### src/rtl/pwm_pkg.sv
package pwm_pkg;
  localparam int ACC_W  = 16;
  localparam int DUTY_W = 8;

  function automatic int ctrl_w(input int bu_w);
    return bu_w + DUTY_W + 2;
  endfunction
endpackage

### src/rtl/pwm_upd_ctrl.sv
module pwm_upd_ctrl #(
  parameter int DLY = 4
) (
  input  logic clk_i,
  input  logic rst_ni,
  input  logic req_i,
  output logic pend_o,
  output logic load_o
);
  localparam int CNT_W = (DLY > 1) ? $clog2(DLY) : 1;
  localparam logic [CNT_W-1:0] LAST = CNT_W'(DLY - 1);

  logic             pend_q;
  logic [CNT_W-1:0] cnt_q;

  assign load_o = pend_q && (cnt_q == LAST);
  assign pend_o = pend_q;

  // request during the load cycle opens a fresh request so its values are not lost
  always_ff @(posedge clk_i or negedge rst_ni) begin
    if (!rst_ni) begin
      pend_q <= 1'b0;
      cnt_q  <= '0;
    end else if (load_o) begin
      pend_q <= req_i;
      cnt_q  <= '0;
    end else if (pend_q) begin
      cnt_q  <= cnt_q + 1'b1;
    end else if (req_i) begin
      pend_q <= 1'b1;
      cnt_q  <= '0;
    end
  end

  AST_REQ_SETS: assert property (@(posedge clk_i) disable iff (!rst_ni)
    (req_i && !pend_q) |=> pend_q);
  AST_PEND_ENDS: assert property (@(posedge clk_i) disable iff (!rst_ni)
    (pend_q && cnt_q == LAST && !req_i) |=> !pend_q);
  AST_MERGE_NO_RESTART: assert property (@(posedge clk_i) disable iff (!rst_ni)
    (pend_q && req_i && cnt_q != LAST) |=> (pend_q && cnt_q == $past(cnt_q) + 1'b1));
endmodule

### src/rtl/pwm_gen.sv
module pwm_gen
  import pwm_pkg::*;
#(
  parameter int BU_W = 8
) (
  input  logic              clk_i,
  input  logic              rst_ni,
  input  logic              en_i,
  input  logic [BU_W-1:0]   step_i,
  input  logic [DUTY_W-1:0] duty_i,
  output logic              pwm_o
);
  logic [ACC_W-1:0] acc_q;

  always_ff @(posedge clk_i or negedge rst_ni) begin
    if (!rst_ni)    acc_q <= '0;
    else if (!en_i) acc_q <= '0;
    else            acc_q <= acc_q + ACC_W'(step_i);
  end

  assign pwm_o = en_i && (acc_q[ACC_W-1 -: DUTY_W] < duty_i);

  AST_ACC_HELD: assert property (@(posedge clk_i) disable iff (!rst_ni)
    !en_i |=> (acc_q == '0));
endmodule

### src/rtl/pwm_chan.sv
module pwm_chan
  import pwm_pkg::*;
#(
  parameter int BU_W    = 8,
  parameter int UPD_DLY = 4
) (
  input  logic                    clk_i,
  input  logic                    rst_ni,
  input  logic                    wr_i,
  input  logic [ctrl_w(BU_W)-1:0] wdata_i,
  output logic [ctrl_w(BU_W)-1:0] rdata_o,
  output logic                    pwm_o
);
  localparam int UPD_BIT = BU_W + DUTY_W;
  localparam int EN_BIT  = UPD_BIT + 1;

  logic [BU_W-1:0]   sh_bu_q,  act_bu_q;
  logic [DUTY_W-1:0] sh_div_q, act_div_q;
  logic              en_q, pend, load;

  always_ff @(posedge clk_i or negedge rst_ni) begin
    if (!rst_ni) begin
      sh_bu_q  <= '0;
      sh_div_q <= '0;
      en_q     <= 1'b0;
    end else if (wr_i) begin
      sh_bu_q  <= wdata_i[BU_W-1:0];
      sh_div_q <= wdata_i[UPD_BIT-1:BU_W];
      en_q     <= wdata_i[EN_BIT];
    end
  end

  always_ff @(posedge clk_i or negedge rst_ni) begin
    if (!rst_ni) begin
      act_bu_q  <= '0;
      act_div_q <= '0;
    end else if (load) begin
      act_bu_q  <= sh_bu_q;
      act_div_q <= sh_div_q;
    end
  end

  pwm_upd_ctrl #(.DLY(UPD_DLY)) u_upd (
    .clk_i  (clk_i),
    .rst_ni (rst_ni),
    .req_i  (wr_i && wdata_i[UPD_BIT]),
    .pend_o (pend),
    .load_o (load)
  );

  pwm_gen #(.BU_W(BU_W)) u_gen (
    .clk_i  (clk_i),
    .rst_ni (rst_ni),
    .en_i   (en_q),
    .step_i (act_bu_q),
    .duty_i (act_div_q),
    .pwm_o  (pwm_o)
  );

  assign rdata_o = {en_q, pend, sh_div_q, sh_bu_q};

  AST_ACTIVE_HOLD: assert property (@(posedge clk_i) disable iff (!rst_ni)
    !load |=> ($stable(act_bu_q) && $stable(act_div_q)));
  AST_LOAD_COPY: assert property (@(posedge clk_i) disable iff (!rst_ni)
    load |=> (act_bu_q == $past(sh_bu_q) && act_div_q == $past(sh_div_q)));
  AST_OFF_LOW: assert property (@(posedge clk_i) disable iff (!rst_ni)
    !en_q |-> !pwm_o);
endmodule

### src/rtl/pwm_bank.sv
module pwm_bank
  import pwm_pkg::*;
#(
  parameter int N_CH    = 4,
  parameter int BU_W    = 8,
  parameter int UPD_DLY = 4,
  localparam int CH_W   = (N_CH > 1) ? $clog2(N_CH) : 1,
  localparam int CTRL_W = ctrl_w(BU_W)
) (
  input  logic              clk_i,
  input  logic              rst_ni,
  input  logic              wr_en_i,
  input  logic [CH_W-1:0]   wr_ch_i,
  input  logic [CTRL_W-1:0] wr_data_i,
  input  logic [CH_W-1:0]   rd_ch_i,
  output logic [CTRL_W-1:0] rd_data_o,
  output logic [N_CH-1:0]   pwm_o
);
  logic [CTRL_W-1:0] rd_bus [N_CH];
  logic [N_CH-1:0]   wr_hit;

  for (genvar c = 0; c < N_CH; c++) begin : g_ch
    assign wr_hit[c] = wr_en_i && (wr_ch_i == CH_W'(c));

    pwm_chan #(.BU_W(BU_W), .UPD_DLY(UPD_DLY)) u_chan (
      .clk_i   (clk_i),
      .rst_ni  (rst_ni),
      .wr_i    (wr_hit[c]),
      .wdata_i (wr_data_i),
      .rdata_o (rd_bus[c]),
      .pwm_o   (pwm_o[c])
    );
  end

  always_comb begin
    rd_data_o = '0;
    for (int c = 0; c < N_CH; c++)
      if (rd_ch_i == CH_W'(c)) rd_data_o = rd_bus[c];
  end

  AST_WR_ONEHOT: assert property (@(posedge clk_i) disable iff (!rst_ni)
    $onehot0(wr_hit));
endmodule

### config.mk
export PLATFORM = sky130hd
export DESIGN_NAME = pwm_bank
export DESIGN_NICKNAME = d
export VERILOG_FILES = /design/src/rtl/pwm_pkg.sv /design/src/rtl/pwm_upd_ctrl.sv /design/src/rtl/pwm_gen.sv /design/src/rtl/pwm_chan.sv /design/src/rtl/pwm_bank.sv
export SDC_FILE = /design/constraint.sdc
export NUM_CORES = 1
export LEC_CHECK = 0
export ABC_AREA = 1
export BUFFER_PORTS_ARGS = -buffer_cell sky130_fd_sc_hd__clkbuf_2
export CAP_MARGIN = 5
export CORE_AREA = 2 2 202 145
export CTS_CLUSTER_DIAMETER = 60
export CTS_CLUSTER_SIZE = 10
export DETAILED_ROUTE_END_ITERATION = 8
export DIE_AREA = 0 0 204 147
export PLACE_DENSITY_LB_ADDON = 0.1
export SLEW_MARGIN = 10
export SYNTH_ARGS = -nofsm -noshare
export SYNTH_HDL_FRONTEND = slang
export SYNTH_SLANG_ARGS = --single-unit
### constraint.sdc
create_clock -name clk_i -period 1.5 [get_ports clk_i]
set_clock_uncertainty 0.1 [all_clocks]
set_input_delay 0.225 -clock clk_i [delete_from_list [all_inputs] [get_ports clk_i]]
set_output_delay 0.225 -clock clk_i [all_outputs]
set_load 0.01 [all_outputs]
======== Word level (Yosys, flattened, before mapping) ========
Index checks and enable logic that the tools add are counted.
operators by class
  equal/unequal tests ..................... 10
  multiplexer cells ....................... 32
  add/subtract/negate cells ............... 8
  reduce and logical (&&, ||, !) cells .... 22
  magnitude comparators ................... 4
operator list
  cell                                                                   number
  18-bit two-way mux                                                     4
  16-bit by 8-bit adder with 16-bit output                               4
  16-bit two-way mux                                                     4
  8-bit < comparator                                                     4
  2-bit two-way mux                                                      12
  2-bit equality test, second input constant                             8
  1-bit logical AND                                                      16
  1-bit two-way mux                                                      12
  3-bit nonzero test                                                     4
  2-bit by 1-bit adder with 2-bit output, second input constant          4
  2-bit by 1-bit equality test with 1-bit output, second input constant  2
  2-bit logical NOT                                                      2
storage, ports and cells
  output and inout port bits .............. 22
  input port bits ......................... 25
  word-level logic and storage cells ...... 108
  register bits after elaboration ......... 208

======== Depth between registers and ports, before layout ========
  word-level depth ........................ 6
  depth in mapped cells ................... 11
  depth with buffers taken out ............ 11

======== By module ========
From an unflattened synthesis, not the netlist that was laid out.
unflattened totals
  cells, all modules ...................... 1535
  area total of the unflattened synthesis .. 11883.9 um^2
modules (own cells, without submodules)
  module        area each (um^2)  cells each  seq. area each (um^2)  times used
  pwm_gen       1357.6            196         400.4                  4
  pwm_chan      1318.8            144         825.8                  4
  pwm_bank      608.1             111         0.0                    1
  pwm_upd_ctrl  142.6             16          75.1                   4

======== Worst setup path after synthesis ========
OpenSTA, ideal clock, no wires.
  path type ............................... flip-flop to flip-flop
  start point ............................. register g_ch[2].u_chan.act_bu_q[0]
  end point ............................... register g_ch[2].u_chan.u_gen.acc_q[12]
  setup time .............................. 119 ps
  path slack .............................. -157 ps
  path buffers ............................ 0
  period minus slack after synthesis ...... 1657 ps
  required time ........................... 1281 ps
  data arrival time ....................... 1438 ps
  stages on the path, launching flop included .. 10
  cells stage by stage .................... dfrtp_1 ha_1 inv_1 fa_1 inv_1 nand3_1 nand3_1 nand3_1 a21oi_1 nor2_1
between the ends
  word-level cells in the longest chain between the ends .. 2
RTL lines
  item                                      RTL line        text
  start: declaration                        pwm_chan.sv:17  logic [BU_W-1:0] sh_bu_q, act_bu_q;
  start signal: assignment                  pwm_chan.sv:38  act_bu_q <= sh_bu_q;
  16-bit by 8-bit adder with 16-bit output  pwm_gen.sv:18   else acc_q <= acc_q + ACC_W'(step_i);
  16-bit two-way mux                        pwm_gen.sv:17   else if (!en_i) acc_q <= '0;
  end signal: assignment                    pwm_gen.sv:18
  end: declaration                          pwm_gen.sv:13   logic [ACC_W-1:0] acc_q;
No other way between the ends.
A chain may end at the register's enable or synchronous reset.

======== Worst setup path after layout ========
  start point ............................. register g_ch[2].u_chan.act_div_q[7]
  end point ............................... output port pwm_o[2]
between the ends
  word-level cells in the longest chain between the ends .. 2
RTL lines
  item                      RTL line        text
  start: declaration        pwm_chan.sv:18  logic [DUTY_W-1:0] sh_div_q, act_div_q;
  start signal: assignment  pwm_chan.sv:39  act_div_q <= sh_div_q;
  8-bit < comparator        pwm_gen.sv:21   assign pwm_o = en_i && (acc_q[ACC_W-1 -: DUTY_W] < duty_i);
  1-bit logical AND         pwm_gen.sv:21
  end: declaration          pwm_bank.sv:17  output logic [N_CH-1:0] pwm_o
No other way between the ends.

==> flow_metrics.tcl <==
set metrics [dict create \
    cp_slowest_stage_delay_ns 0.37 \
    crit_path_start "g_ch[2].u_chan.act_div_q[7]$_DFFE_PN0P_" \
    final_cell_mix "257 x nand2_1, 197 x dfrtp_1, 161 x inv_1" \
    pre_cts_ws_ns -0.4085 \
    worstHoldPathType "in2async" \
    hpwl_um 23290 \
    gr-max-usage-layer "met2" \
    htree_levels 1 \
    cts_root_buffer "clkbuf_16" \
    whs_ns 0.06182 \
    tns_ns -13.90 \
    yosysWarningCount 0 \
    synth_seq_cells 208 \
    worst-path-buf-inv 2 \
    synth_area_um2 11050 \
    core_um2 28240 \
    period_minus_slack_ns 2.158 \
    dr.pass1.iters 5 \
    areaGrowthSynthToFinish_pct 48.05 \
    antennaDiodeCount 0 \
    clk_pin_slew_ns 0.06 \
    regArea_um2 5219 \
    rows 52 \
    grt_pass1_wl_um 53220 \
    crit_chain "inv_2 > ha_4 > and3_4 > nand2_2 > nand3_2 > a31oi_4 > buf_6" \
    drtIter0Drc 512 \
    outcome "complete, but fails checks" \
    violations "setup timing" \
    grt_overflow 0 \
    totalWireLength_um 33990 \
    critical_path.top_delay_family "flip-flops" \
    critPathCaptureType "output port" \
    finalCritPeriodShare_pct 143.8 \
    num_vias 10036 \
    cts_sinks 208 \
    nets 1757 \
    ys_seq_area_share_pct 47.11 \
    grtUsageMet2_pct 35.17 \
    gp_congestion 0.8504 \
    multi_input_area_um2 6920 \
    drv_cap 0 \
    final_hold_viol_count 0 \
    placed_area_um2 12840 \
    fillerInstances 2521 \
    antenna_left 0 \
    clockBufferDepth 3 \
    clk_latency_ns 0.53 \
    synthCells 1407 \
    ir_drop_v 0.0009256 \
    setup_violations 72 \
    dieHeight_um 147 \
    crit_fanout 3 \
    max_slew.worst_pin.slew_ns 0.5385 \
    ios 47 \
    final-max-slew-violation-count 0 \
    slew_headroom_pct 64.01 \
    cp-start-kind "flip-flop" \
    drive_gt1_share_pct 42.22 \
    rsz0062_at_grt "true" \
    p_leak_nw 8.115 \
    drc 0 \
    io_buffer_count 46 \
    cts_tree "done" \
    via_per_inst 4.912 \
    die_area_um2 29990 \
    max_freq_mhz 463.5 \
    worst_path_max_delay_cell "dfrtp_1" \
    post-synth-top-area-cell "dfrtp_1" \
    yosys-top-cells-area "dfrtp_1 47%, nand2_1 12%, inv_1 7.5%" \
    die_w_um 204 \
    synth_cell_types 33 \
    use_met3_pct 3.128 \
    synth_top_area_share_pct 47.11 \
    worst_slack_ns -0.6576 \
    timing.rr.start "g_ch[0].u_chan.act_bu_q[0]$_DFFE_PN0P_" \
    met1_usage_pct 33.53 \
    grt_pass1_vias 9756 \
    crit_arrival_ns 1.83 \
    syn_avg_cell_area_um2 7.853 \
    grt_max_degree 47 \
    antenna_found_initial 0 \
    wl_per_cell_um 16.63 \
    synth.net_count 1500 \
    start_util_pct 39.13 \
    cp.required_ns 1.17 \
    layout_commonest_cell "nand2_1" \
    p_per_area_nw_per_um2 1704 \
    cts_buffers 25 \
    gr-usage-all-layers_pct 22.68 \
    crit_type "reg2out" \
    fin_area_um2 16360 \
]
-- synth_stat cells, drive strengths merged --
library cell / instances
buf: 17
clkbuf: 17
nand2: 367
nor2: 136
nand3: 71
a32o: 1
o2111ai: 1
inv: 221
a21oi: 80
a31oi: 2
and3: 2
and2: 1
nand4: 5
nand3b: 5
a211oi: 4
o21ai: 163
dfrtp: 208
fa: 4
o22ai: 11
mux2: 10
ha: 64
a221oi: 5
nor3: 5
xnor2: 7
-- per-stage QoR --
| step | utilization [%] | std cells | power (mW) |
|---|---|---|---|
| final | 57.93 | 2043 | 27.87 |
| after global routing | 57.93 | 2043 | 29.72 |
| after CTS | 54.25 | 2013 | 25.76 |
| after detailed placement | 45.48 | 1918 | 17.35 |
| after global placement | 45.48 | 1918 | 17.19 |
| after floorplan | - | 1407 | 13.73 |
-- registers in the layout, summed over array words and instances, names as in the netlist --
register	count
g_ch.u_chan.sh_div_q	32
g_ch.u_chan.u_gen.acc_q	64
g_ch.u_chan.u_upd.cnt_q	8
g_ch.u_chan.act_bu_q	32
g_ch.u_chan.en_q	4
g_ch.u_chan.sh_bu_q	32
g_ch.u_chan.u_upd.pend_o	4
g_ch.u_chan.act_div_q	32
-- layout make-up --
cell class | count | share of cell area, %
timing repair buffer | 264 | 13.65
inverter | 221 | 5.163
clock buffer | 25 | 3.824
sequential | 208 | 31.90
tap | 378 | 2.891
multi-input combinational | 944 | 42.31
clock inverter | 3 | 0.2601
-- logic make-up after synthesis --
| family | synth area share (%) |
|---|---|
| adders and majority gates | 7.972 |
| buffers and inverters | 9.059 |
| AOI/OAI and AO/OA | 12.78 |
| muxes | 1.019 |
| xor gates and xnor gates | 0.5549 |
| DFF | 47.11 |
| and+or+nand+nor | 21.50 |
-- repair_timing --
item,CTS,global route
hold buffers,22,0
setup endpoints to repair,74,84
resized for setup,319,238
setup buffers,47,38
pin swaps,124,151
endpoints found under the hold margin,270,0
-- path summary, 6_finish.rpt --
path,slack [ns],cells after the start,to
min in group clk_i,0.38,2,g_ch[1].u_chan.u_upd.cnt_q[1]$_DFFE_PN0P_
worst min register to register,0.38,2,g_ch[1].u_chan.u_upd.cnt_q[1]$_DFFE_PN0P_
max in group asynchronous,0.62,3,g_ch[3].u_chan.u_upd.pend_o$_DFF_PN0_
worst max-delay path,-0.66,7,pwm_o[2]
worst max register to register,-0.22,11,g_ch[0].u_chan.u_gen.acc_q[8]$_DFF_PN0_
worst min-delay path,0.06,2,g_ch[0].u_chan.u_gen.acc_q[12]$_DFF_PN0_
-- routing by layer --
metal / share of wire (%) / routed length (um) / vias to the layer above
met5: 0 / 0 / -
met4: 2.6 / 894 / 0
met3: 3.3 / 1137 / 55
met2: 45 / 15390 / 149
met1: 49 / 16560 / 4817
li1: - / - / 5015
-- where the power goes --
part           switching, mW  total, mW  internal, mW
Clock                   2.34       5.44          3.10
Combinational           7.16       13.7          6.54
Sequential              1.37       8.72          7.35
Total                   10.9       27.9          17.0
(Power assumes the default switching activity.)
